## src/rtl/rxd_pkg.sv

```systemverilog
package rxd_pkg;
  typedef enum logic [2:0] {
    ST_IDLE,
    ST_FETCH,
    ST_WAIT,
    ST_FILL,
    ST_WB_STAT,
    ST_WB_ADDR,
    ST_DROP
  } rxd_state_e;

  localparam int OWN_BIT  = 0;
  localparam int WRAP_BIT = 1;
endpackage

```

## src/rtl/rxd_ring_ptr.sv

```systemverilog
module rxd_ring_ptr #(
  parameter int AW   = 32,
  parameter int STEP = 8
) (
  input  logic          clk,
  input  logic          rst_n,
  input  logic [AW-1:0] base,
  input  logic          load_base,
  input  logic          advance,
  input  logic          wrap,
  output logic [AW-1:0] ptr
);
  always_ff @(posedge clk or negedge rst_n) begin
    if (!rst_n) begin
      ptr <= '0;
    end else if (load_base) begin
      ptr <= base;
    end else if (advance) begin
      ptr <= wrap ? base : ptr + AW'(STEP);
    end
  end
endmodule

```

## src/rtl/rxd_beat_count.sv

```systemverilog
module rxd_beat_count #(
  parameter int W = 12
) (
  input  logic         clk,
  input  logic         rst_n,
  input  logic         clr,
  input  logic         inc,
  output logic [W-1:0] cnt
);
  always_ff @(posedge clk or negedge rst_n) begin
    if (!rst_n) begin
      cnt <= '0;
    end else if (clr) begin
      cnt <= '0;
    end else if (inc) begin
      cnt <= cnt + W'(1);
    end
  end
endmodule

```

## src/rtl/rxd_ring_writer.sv

```systemverilog
module rxd_ring_writer #(
  parameter int UNIT_W = 8,
  parameter int LEN_W  = 14
) (
  input  logic              clk,
  input  logic              rst_n,
  input  logic              rx_en,
  input  logic [31:0]       ring_base,
  input  logic [UNIT_W-1:0] buf_units,
  input  logic              s_valid,
  output logic              s_ready,
  input  logic [31:0]       s_data,
  input  logic              s_last,
  output logic              mem_valid,
  input  logic              mem_ready,
  output logic              mem_we,
  output logic [31:0]       mem_addr,
  output logic [31:0]       mem_wdata,
  input  logic              mem_rvalid,
  input  logic [31:0]       mem_rdata,
  output logic              rx_drop
);
  import rxd_pkg::*;

  localparam int BUFW_W = UNIT_W + 4;   // words per buffer: units * 16
  localparam int FRMW_W = LEN_W - 2;    // words per frame

  rxd_state_e        state_q;
  logic [29:0]       buf_addr_q;
  logic              wrap_q;
  logic              sof_q;
  logic              eof_q;
  logic [31:0]       ring_ptr;
  logic [BUFW_W-1:0] buf_cnt;
  logic [FRMW_W-1:0] frm_cnt;
  logic [BUFW_W-1:0] buf_words;
  logic              beat;
  logic              buf_full;
  logic              frame_start;
  logic [LEN_W-1:0]  len_bytes;

  assign buf_words   = {buf_units, 4'b0000};
  assign beat        = s_valid && s_ready;
  assign buf_full    = (buf_cnt == buf_words - BUFW_W'(1));
  assign frame_start = (state_q == ST_IDLE) && rx_en && s_valid;
  assign len_bytes   = eof_q ? LEN_W'({frm_cnt, 2'b00}) : LEN_W'({buf_units, 6'b000000});

  rxd_ring_ptr #(.AW(32), .STEP(8)) ptr_i (
    .clk      (clk),
    .rst_n    (rst_n),
    .base     (ring_base),
    .load_base((state_q == ST_IDLE) && !rx_en),
    .advance  ((state_q == ST_WB_ADDR) && mem_ready),
    .wrap     (wrap_q),
    .ptr      (ring_ptr)
  );

  rxd_beat_count #(.W(BUFW_W)) buf_cnt_i (
    .clk  (clk),
    .rst_n(rst_n),
    .clr  (state_q == ST_WAIT),
    .inc  (beat && (state_q == ST_FILL)),
    .cnt  (buf_cnt)
  );

  rxd_beat_count #(.W(FRMW_W)) frm_cnt_i (
    .clk  (clk),
    .rst_n(rst_n),
    .clr  (frame_start),
    .inc  (beat && (state_q == ST_FILL)),
    .cnt  (frm_cnt)
  );

  always_comb begin
    s_ready   = 1'b0;
    mem_valid = 1'b0;
    mem_we    = 1'b0;
    mem_addr  = ring_ptr;
    mem_wdata = '0;
    rx_drop   = 1'b0;
    unique case (state_q)
      ST_FETCH: mem_valid = 1'b1;
      ST_WAIT:  rx_drop = mem_rvalid && mem_rdata[OWN_BIT];
      ST_FILL: begin
        s_ready   = mem_ready;
        mem_valid = s_valid;
        mem_we    = 1'b1;
        mem_addr  = {buf_addr_q, 2'b00} + (32'(buf_cnt) << 2);
        mem_wdata = s_data;
      end
      ST_WB_STAT: begin
        mem_valid = 1'b1;
        mem_we    = 1'b1;
        mem_addr  = ring_ptr + 32'd4;
        mem_wdata = 32'({eof_q, sof_q, len_bytes});
      end
      ST_WB_ADDR: begin
        mem_valid = 1'b1;
        mem_we    = 1'b1;
        mem_wdata = {buf_addr_q, wrap_q, 1'b1};
      end
      ST_DROP:  s_ready = 1'b1;
      default:  ;
    endcase
  end

  always_ff @(posedge clk or negedge rst_n) begin
    if (!rst_n) begin
      state_q    <= ST_IDLE;
      buf_addr_q <= '0;
      wrap_q     <= 1'b0;
      sof_q      <= 1'b0;
      eof_q      <= 1'b0;
    end else begin
      unique case (state_q)
        ST_IDLE: if (frame_start) begin
          state_q <= ST_FETCH;
          sof_q   <= 1'b1;
        end
        ST_FETCH: if (mem_ready) state_q <= ST_WAIT;
        ST_WAIT: if (mem_rvalid) begin
          if (mem_rdata[OWN_BIT]) begin
            state_q <= ST_DROP;
          end else begin
            state_q    <= ST_FILL;
            buf_addr_q <= mem_rdata[31:2];
            wrap_q     <= mem_rdata[WRAP_BIT];
          end
        end
        ST_FILL: if (beat) begin
          if (s_last) begin
            eof_q   <= 1'b1;
            state_q <= ST_WB_STAT;
          end else if (buf_full) begin
            eof_q   <= 1'b0;
            state_q <= ST_WB_STAT;
          end
        end
        ST_WB_STAT: if (mem_ready) state_q <= ST_WB_ADDR;
        ST_WB_ADDR: if (mem_ready) begin
          sof_q   <= 1'b0;
          state_q <= eof_q ? ST_IDLE : ST_FETCH;
        end
        ST_DROP: if (s_valid && s_last) state_q <= ST_IDLE;
        default: state_q <= ST_IDLE;
      endcase
    end
  end
endmodule

```

## config.mk

```make
export PLATFORM = sky130hd
export DESIGN_NAME = rxd_ring_writer
export DESIGN_NICKNAME = d
export VERILOG_FILES = /design/src/rtl/rxd_pkg.sv /design/src/rtl/rxd_ring_ptr.sv /design/src/rtl/rxd_beat_count.sv /design/src/rtl/rxd_ring_writer.sv
export SDC_FILE = /design/constraint.sdc
export NUM_CORES = 1
export LEC_CHECK = 0
export CAP_MARGIN = 20
export CORE_UTILIZATION = 40
export DETAILED_ROUTE_END_ITERATION = 12
export DONT_BUFFER_PORTS = 1
export SLEW_MARGIN = 25
export SYNTH_ARGS = -nofsm -noshare
export SYNTH_HDL_FRONTEND = slang
export SYNTH_SLANG_ARGS = --single-unit
```

## constraint.sdc

```tcl
create_clock -name clk -period 8.3 [get_ports clk]
set_clock_uncertainty 0.1 [all_clocks]
set_input_delay 1.66 -clock clk [delete_from_list [all_inputs] [get_ports clk]]
set_output_delay 1.66 -clock clk [all_outputs]
set_load 0.01 [all_outputs]
```

==> summary.txt, run 1 <==
Layout
  – Layout cells sized above 1: 0.101
  – Final instance area: 7590 um2
  – Area Overhead vs Synth: 6.13%
  – Final nets: 960
  – Layout Utilization: 0.437
  – Non-filler cells, final: 1,060
  – ANT cells: 0

Synthesis
  – Synth area leaders: dfrtp_1, nand2_1, mux2_2
  – Synth Area in Compound Gates: 0.221
  – Synth cell count leaders: nand2_1, dfrtp_1, nor2_1
  – Gate Count Post-Synth: 864
  – Syn avg cell area: 8.27 um2
  – Largest family of logic cells by synthesized area: simple AND/OR/NAND/NOR gates
  – Synth top area share: 0.322
  – Post-synthesis sequential area ratio: 0.322
  – Asr flop ratio synth: 1.00
  – Count leader, synth: nand2_1
  – Synth cell types: 73
  – Yosys warns: 0
  – EDFF count, synth: 0
  – Mux contribution to synthesized area: 0.0719
  – Area leader, netlist: dfrtp_1
  – FF+latch count, synth: 92
  – Post-synthesis adder-cell area fraction: 0.0326
  – Synth Flop Type: dfrtp_1
  – Synth Area in XOR/XNOR: 0.0809
  – Syn nets: 993
  – Cell area after synthesis: 7150 um2
  – Simple-Gate Fraction of Synth Area: 0.233

Route
  – ANT nets after route: 0
  – Routed via count: 6,393
  – Met3 WL: 1640 um
  – Starting DRT DRC Count: 482
  – Routed wl met2: 9820 um
  – Metal1 wirelength: 10,400 um
  – DR vias/cell: 6.03
  – Wire per inst: 21.0 um
  – DR DRC count: 0
  – Total iterations of the first detailed-routing run: 5
  – Final WL: 22,300 um
  – Highest routed layer: met5

Worst hold path
  – Hold path start: ptr_i.ptr[0]$_DFFE_PN0P_
  – Hold Path End: ptr_i.ptr[0]$_DFFE_PN0P_
  – Hold WC Path Type: reg -> reg
  – Hold Path Stages: 1

Clock network
  – TritonCTS clock tree: built
  – CTS Buffer Depth: 2
  – Post-cts hold buffer count: 0
  – Clk pin slew, worst setup/hold paths: 0.07 ns
  – Clock Latency Late Sink: 0.36 ns
  – Htree depth: 3
  – TritonCTS Buffers: 9
  – Post-CTS setup buffer count: 0
  – Clock sink count: 92
  – Root buf cell: clkbuf_16
  – Post-cts sizing count: 0

STA
  – Pins Over Slew Limit: 0
  – Worst hold slack: 0.406 ns
  – Least-Margin Pin Slew: 0.992 ns
  – Unrepaired setup endpoints after global routing: false
  – Setup TNS: 0 ns
  – Minimum clock period after layout: 4.92 ns
  – Final setup viols: 0
  – Final Hold Viols: 0
  – Achievable frequency: 203 MHz
  – Max_slew headroom: 0.338
  – PnR worst setup slack: 3.38 ns
  – Crit share post-route: 0.592

Placed design
  – IO buf count: 0
  – DP HPWL: 16,300 um
  – Placement Setup Slack: 3.78 ns
  – Placed Area: 7290 um2
  – Dpl cells: 1,045
  – Routability cong.: 0.907

Power
  – Pwr Density: 324 nW/um2
  – Worst vdd rail ir drop: 0.176 mV
  – Power, Total: 2.46 mW
  – Static Leak: 3.05 nW

Global route
  – GRT overflow: 0
  – Vias in the first global route: 5,864
  – Initial antenna violation count: 1
  – All-Layer GR Usage: 0.246
  – Largest net degree at the start of global routing: 93
  – First-pass GRT wire length: 34,500 um

Setup path
  – CP required: 6.54 ns
  – FF-to-FF Start: state_q[2]$_DFFE_PN0P_
  – Crit path launch type: flip-flop
  – R2R depth: 6
  – Critical Path Sink Type: output pin
  – Worst Path Max Fanout: 9
  – CP Class: reg -> out
  – Arr. time, crit path: 3.16 ns
  – FF-to-FF setup slack: 5.06 ns
  – Reg2reg end: ptr_i.ptr[17]$_DFFE_PN0P_

Run
  – Number of max-cap violations: 0

Floorplan
  – Starting density of the core: 0.412
  – Die width: 136 um
  – Die Area: 18,400 um2
  – Site row count: 48
  – Placeable Area: 17,400 um2
  – Io pins: 179
  – Height of the chip: 136 um

Run status
  – Outcome: completed
critical path: stages, from the launching register on:
cell and delay (ns):
dfrtp_1 0.42, ha_1 0.22, fa_1 0.41, a21o_1 0.18, a21oi_1 0.30, o21ai_2 0.12
a31oi_2 0.44, nor2_1 0.11, xnor2_1 0.14, o21ai_0 0.44
layout by cell type (no fill, tap or decap), types with 3 or more instances in the layout:
cell type / synthesis / final
o21bai_1: 3 / 3
mux2_2: 35 / 35
o21a_1: 3 / 3
o32ai_1: 3 / 3
a221o_1: 10 / 10
nor3_1: 17 / 17
nand2b_1: 10 / 10
a31oi_1: 4 / 4
and2_1: 10 / 9
a222oi_1: 4 / 4
nor2_4: 3 / 4
nand2_1: 106 / 106
nand4_1: 13 / 13
a21oi_1: 67 / 66
clkbuf_16: 0 / 9
xor2_1: 31 / 31
o22ai_1: 6 / 6
ha_1: 17 / 17
or3_1: 7 / 7
nor2_1: 79 / 78
buf_4: 1 / 8
o21ai_0: 69 / 69
a21o_1: 13 / 13
nor2b_1: 8 / 8
and4_1: 5 / 5
xnor2_1: 35 / 35
inv_1: 15 / 15
o221ai_1: 12 / 12
and3_1: 15 / 15
a22oi_1: 3 / 3
mux2i_1: 12 / 12
dfrtp_1: 92 / 92
a22o_1: 19 / 19
o211ai_1: 8 / 8
nor4_1: 5 / 4
nand3_1: 31 / 31
where the power goes:
part | leakage (nW) | switching (mW) | total, mW | internal (mW)
clock | 0.145 | 0.197 | 0.439 | 0.242
sequential | 1.18 | 0.302 | 0.909 | 0.608
combinational | 1.73 | 0.682 | 1.11 | 0.429
layer usage:
layer | GRT usage | up-vias
met5 | 0 | -
li1 | - | 3062
met1 | 0.351 | 3073
met2 | 0.364 | 231
met3 | 0.0643 | 25
met4 | 0.0662 | 2
flip-flops by register name, indices dropped and copies added, names as in the netlist:
| signal | cells |
|---|---|
| ptr_i.ptr | 32 |
| buf_addr_q | 30 |
| buf_cnt_i.cnt | 12 |
| frm_cnt_i.cnt | 12 |
| state_q | 3 |
| eof_q | 1 |
| sof_q | 1 |
| wrap_q | 1 |
worst max-delay path by stage:
stage | from | to | slack [ns] | cells past startpoint
detailed placement | buf_cnt_i.cnt[0]$_DFFE_PN0P_ | mem_addr[16] | 3.78 | 9
global placement | buf_cnt_i.cnt[0]$_DFFE_PN0P_ | mem_addr[16] | 3.72 | 9
CTS | buf_cnt_i.cnt[0]$_DFFE_PN0P_ | mem_addr[16] | 3.38 | 9
global route | buf_cnt_i.cnt[0]$_DFFE_PN0P_ | mem_addr[16] | 3.22 | 9
floorplan | buf_cnt_i.cnt[0]$_DFFE_PN0P_ | mem_addr[26] | 4.17 | 9
finish | buf_cnt_i.cnt[0]$_DFFE_PN0P_ | mem_addr[16] | 3.38 | 9
cells by family after synthesis:
group,count (synthesis)
AO/OA/AOI/OAI,243
flip-flops,92
XOR/XNOR,66
AND/OR/NAND/NOR,331
buffers and inverters,67
adder cells (fa/ha/maj),18
multiplexers,47
area by class of cell:
type	count	area, um2
clock buffer	10	239
multi-input combinational	705	4590
tap	225	282
sequential	92	2300
clock inverter	5	60.1
fill	1732	9770
inverter	15	56.3
timing repair buffer	8	60.1
Note: power is estimated with default switching activity, not from simulation.
==> inputs of run 2 (changes only) <==
==> constraint.sdc (replaced) <==
create_clock -name clk -period 4.6 [get_ports clk]
set_clock_uncertainty 0.1 [all_clocks]
set_input_delay 0.92 -clock clk [delete_from_list [all_inputs] [get_ports clk]]
set_output_delay 0.92 -clock clk [all_outputs]
set_load 0.01 [all_outputs]
==> summary.txt, run 2 (synthesized netlist as in run 1, its figures left out) <==
Global route
  – Largest net degree at the start of global routing: 93
  – Vias in the first global route: 5,878
  – GRT overflow: 0
  – First-pass GRT wire length: 34,000 um
  – All-Layer GR Usage: 0.245
  – Initial antenna violation count: 2

Layout
  – Final instance area: 7640 um2
  – Most frequent cells in the layout: nand2_1, dfrtp_1, nor2_1
  – Max FFs per register: 32
  – Layout cells sized above 1: 0.103
  – Layout Utilization: 0.440
  – Area Overhead vs Synth: 6.90%
  – Biggest registers after layout: ptr_i.ptr x32, buf_addr_q x30
  – Non-filler cells, final: 1,065
  – Biggest register: ptr_i.ptr
  – Commonest non-fill, non-tap cell in the layout: nand2_1
  – Final nets: 963

Floorplan
  – Placeable Area: 17,400 um2
  – Die width: 136 um
  – Site row count: 48
  – Starting density of the core: 0.412
  – Die Area: 18,400 um2
  – Height of the chip: 136 um
  – Io pins: 179

STA
  – Unrepaired setup endpoints after global routing: false
  – Worst hold slack: 0.158 ns
  – Max_slew headroom: 0.358
  – Setup TNS: 0 ns
  – Final setup viols: 0
  – Minimum clock period after layout: 4.17 ns
  – PnR worst setup slack: 0.426 ns
  – Final Hold Viols: 0
  – Pins Over Slew Limit: 0
  – Least-Margin Pin Slew: 0.960 ns
  – Crit share post-route: 0.907
  – Achievable frequency: 240 MHz

Setup path
  – CP required: 3.58 ns
  – Crit path from: buf_cnt_i.cnt[0]$_DFFE_PN0P_
  – CP Class: reg -> out
  – Worst Path Max Fanout: 9
  – R2R depth: 5
  – Crit path launch type: flip-flop
  – Worst path max stage delay: 0.49 ns
  – Critical Path Sink Type: output pin
  – Setup crit end: mem_addr[26]
  – Reg2reg end: ptr_i.ptr[2]$_DFFE_PN0P_
  – FF-to-FF Start: state_q[0]$_DFFE_PN0P_
  – FF-to-FF setup slack: 1.67 ns
  – Crit path max-delay cell type: a31oi_2
  – CP Cell Sequence: ha_1, fa_1, a21o_1, a21oi_1, o21ai_2, a31oi_2, nor3_1, xnor2_1, o21ai_0
  – Arr. time, crit path: 3.15 ns

Clock network
  – Clock sink count: 92
  – Post-cts sizing count: 0
  – Clk pin slew, worst setup/hold paths: 0.07 ns
  – Post-cts hold buffer count: 0
  – Root buf cell: clkbuf_16
  – TritonCTS Buffers: 9
  – TritonCTS clock tree: built
  – CTS Buffer Depth: 2
  – Htree depth: 3
  – Post-CTS setup buffer count: 0
  – Clock Latency Late Sink: 0.36 ns

Worst hold path
  – Hold WC Path Type: in -> async

Route
  – Final WL: 22,400 um
  – DR DRC count: 0
  – Total iterations of the first detailed-routing run: 6
  – DR vias/cell: 6.09
  – Wire per inst: 21.0 um
  – Starting DRT DRC Count: 545
  – Routed via count: 6,486
  – ANT nets after route: 0

Placed design
  – IO buf count: 0
  – Placed Area: 7310 um2
  – Routability cong.: 0.928
  – Placement Setup Slack: 0.842 ns
  – Dpl cells: 1,048
  – DP HPWL: 16,500 um

Power
  – Power, Total: 4.53 mW
  – Worst vdd rail ir drop: 0.277 mV
  – Static Leak: 3.08 nW
  – Pwr Density: 593 nW/um2

Run
  – Number of max-cap violations: 0

Run status
  – Outcome: completed
-- run 2: how the worst min path moves through the flow --
stage	cells after the start	start	endpoint	slack, ns
after floorplan	1	ptr_i.ptr[0]$_DFFE_PN0P_	ptr_i.ptr[0]$_DFFE_PN0P_	0.37
after global placement	1	ptr_i.ptr[1]$_DFFE_PN0P_	ptr_i.ptr[1]$_DFFE_PN0P_	0.38
after detailed placement	1	ptr_i.ptr[0]$_DFFE_PN0P_	ptr_i.ptr[0]$_DFFE_PN0P_	0.39
after CTS	0	rst_n	ptr_i.ptr[13]$_DFFE_PN0P_	0.15
after global routing	0	rst_n	ptr_i.ptr[13]$_DFFE_PN0P_	0.15
final	0	rst_n	ptr_i.ptr[24]$_DFFE_PN0P_	0.16
-- run 2: critical path, delay by kind of cell (launching register included) --
family          cells  cell delay, ns
compound gates      5            1.44
fa+ha+maj           2            0.63
flops               1            0.42
simple gates        1            0.15
xor+xnor            1            0.15
-- run 2: area by class of cell --
type | count | area (um2)
fillers | 1768 | 9710
multi-input cells | 705 | 4590
flip-flops and latches | 92 | 2300
well taps | 225 | 282
clock buffers | 13 | 260
repair buffers | 11 | 82.6
clock inverters | 3 | 68.8
inverters | 15 | 56.3
diodes | 1 | 2.50
-- run 2: metal layers --
layer / share of wire / vias to the layer above / track usage
met5: 0.00058 / - / 0
met2: 0.45 / 253 / 0.374
li1: - / 3079 / -
met4: 0.020 / 2 / 0.0811
met3: 0.077 / 31 / 0.0576
met1: 0.45 / 3121 / 0.336
-- run 2: where the power goes --
part           switching, mW  total (mW)  internal [mW]
combinational           1.25        2.04          0.788
sequential             0.548        1.65           1.10
clock                  0.337       0.845          0.508
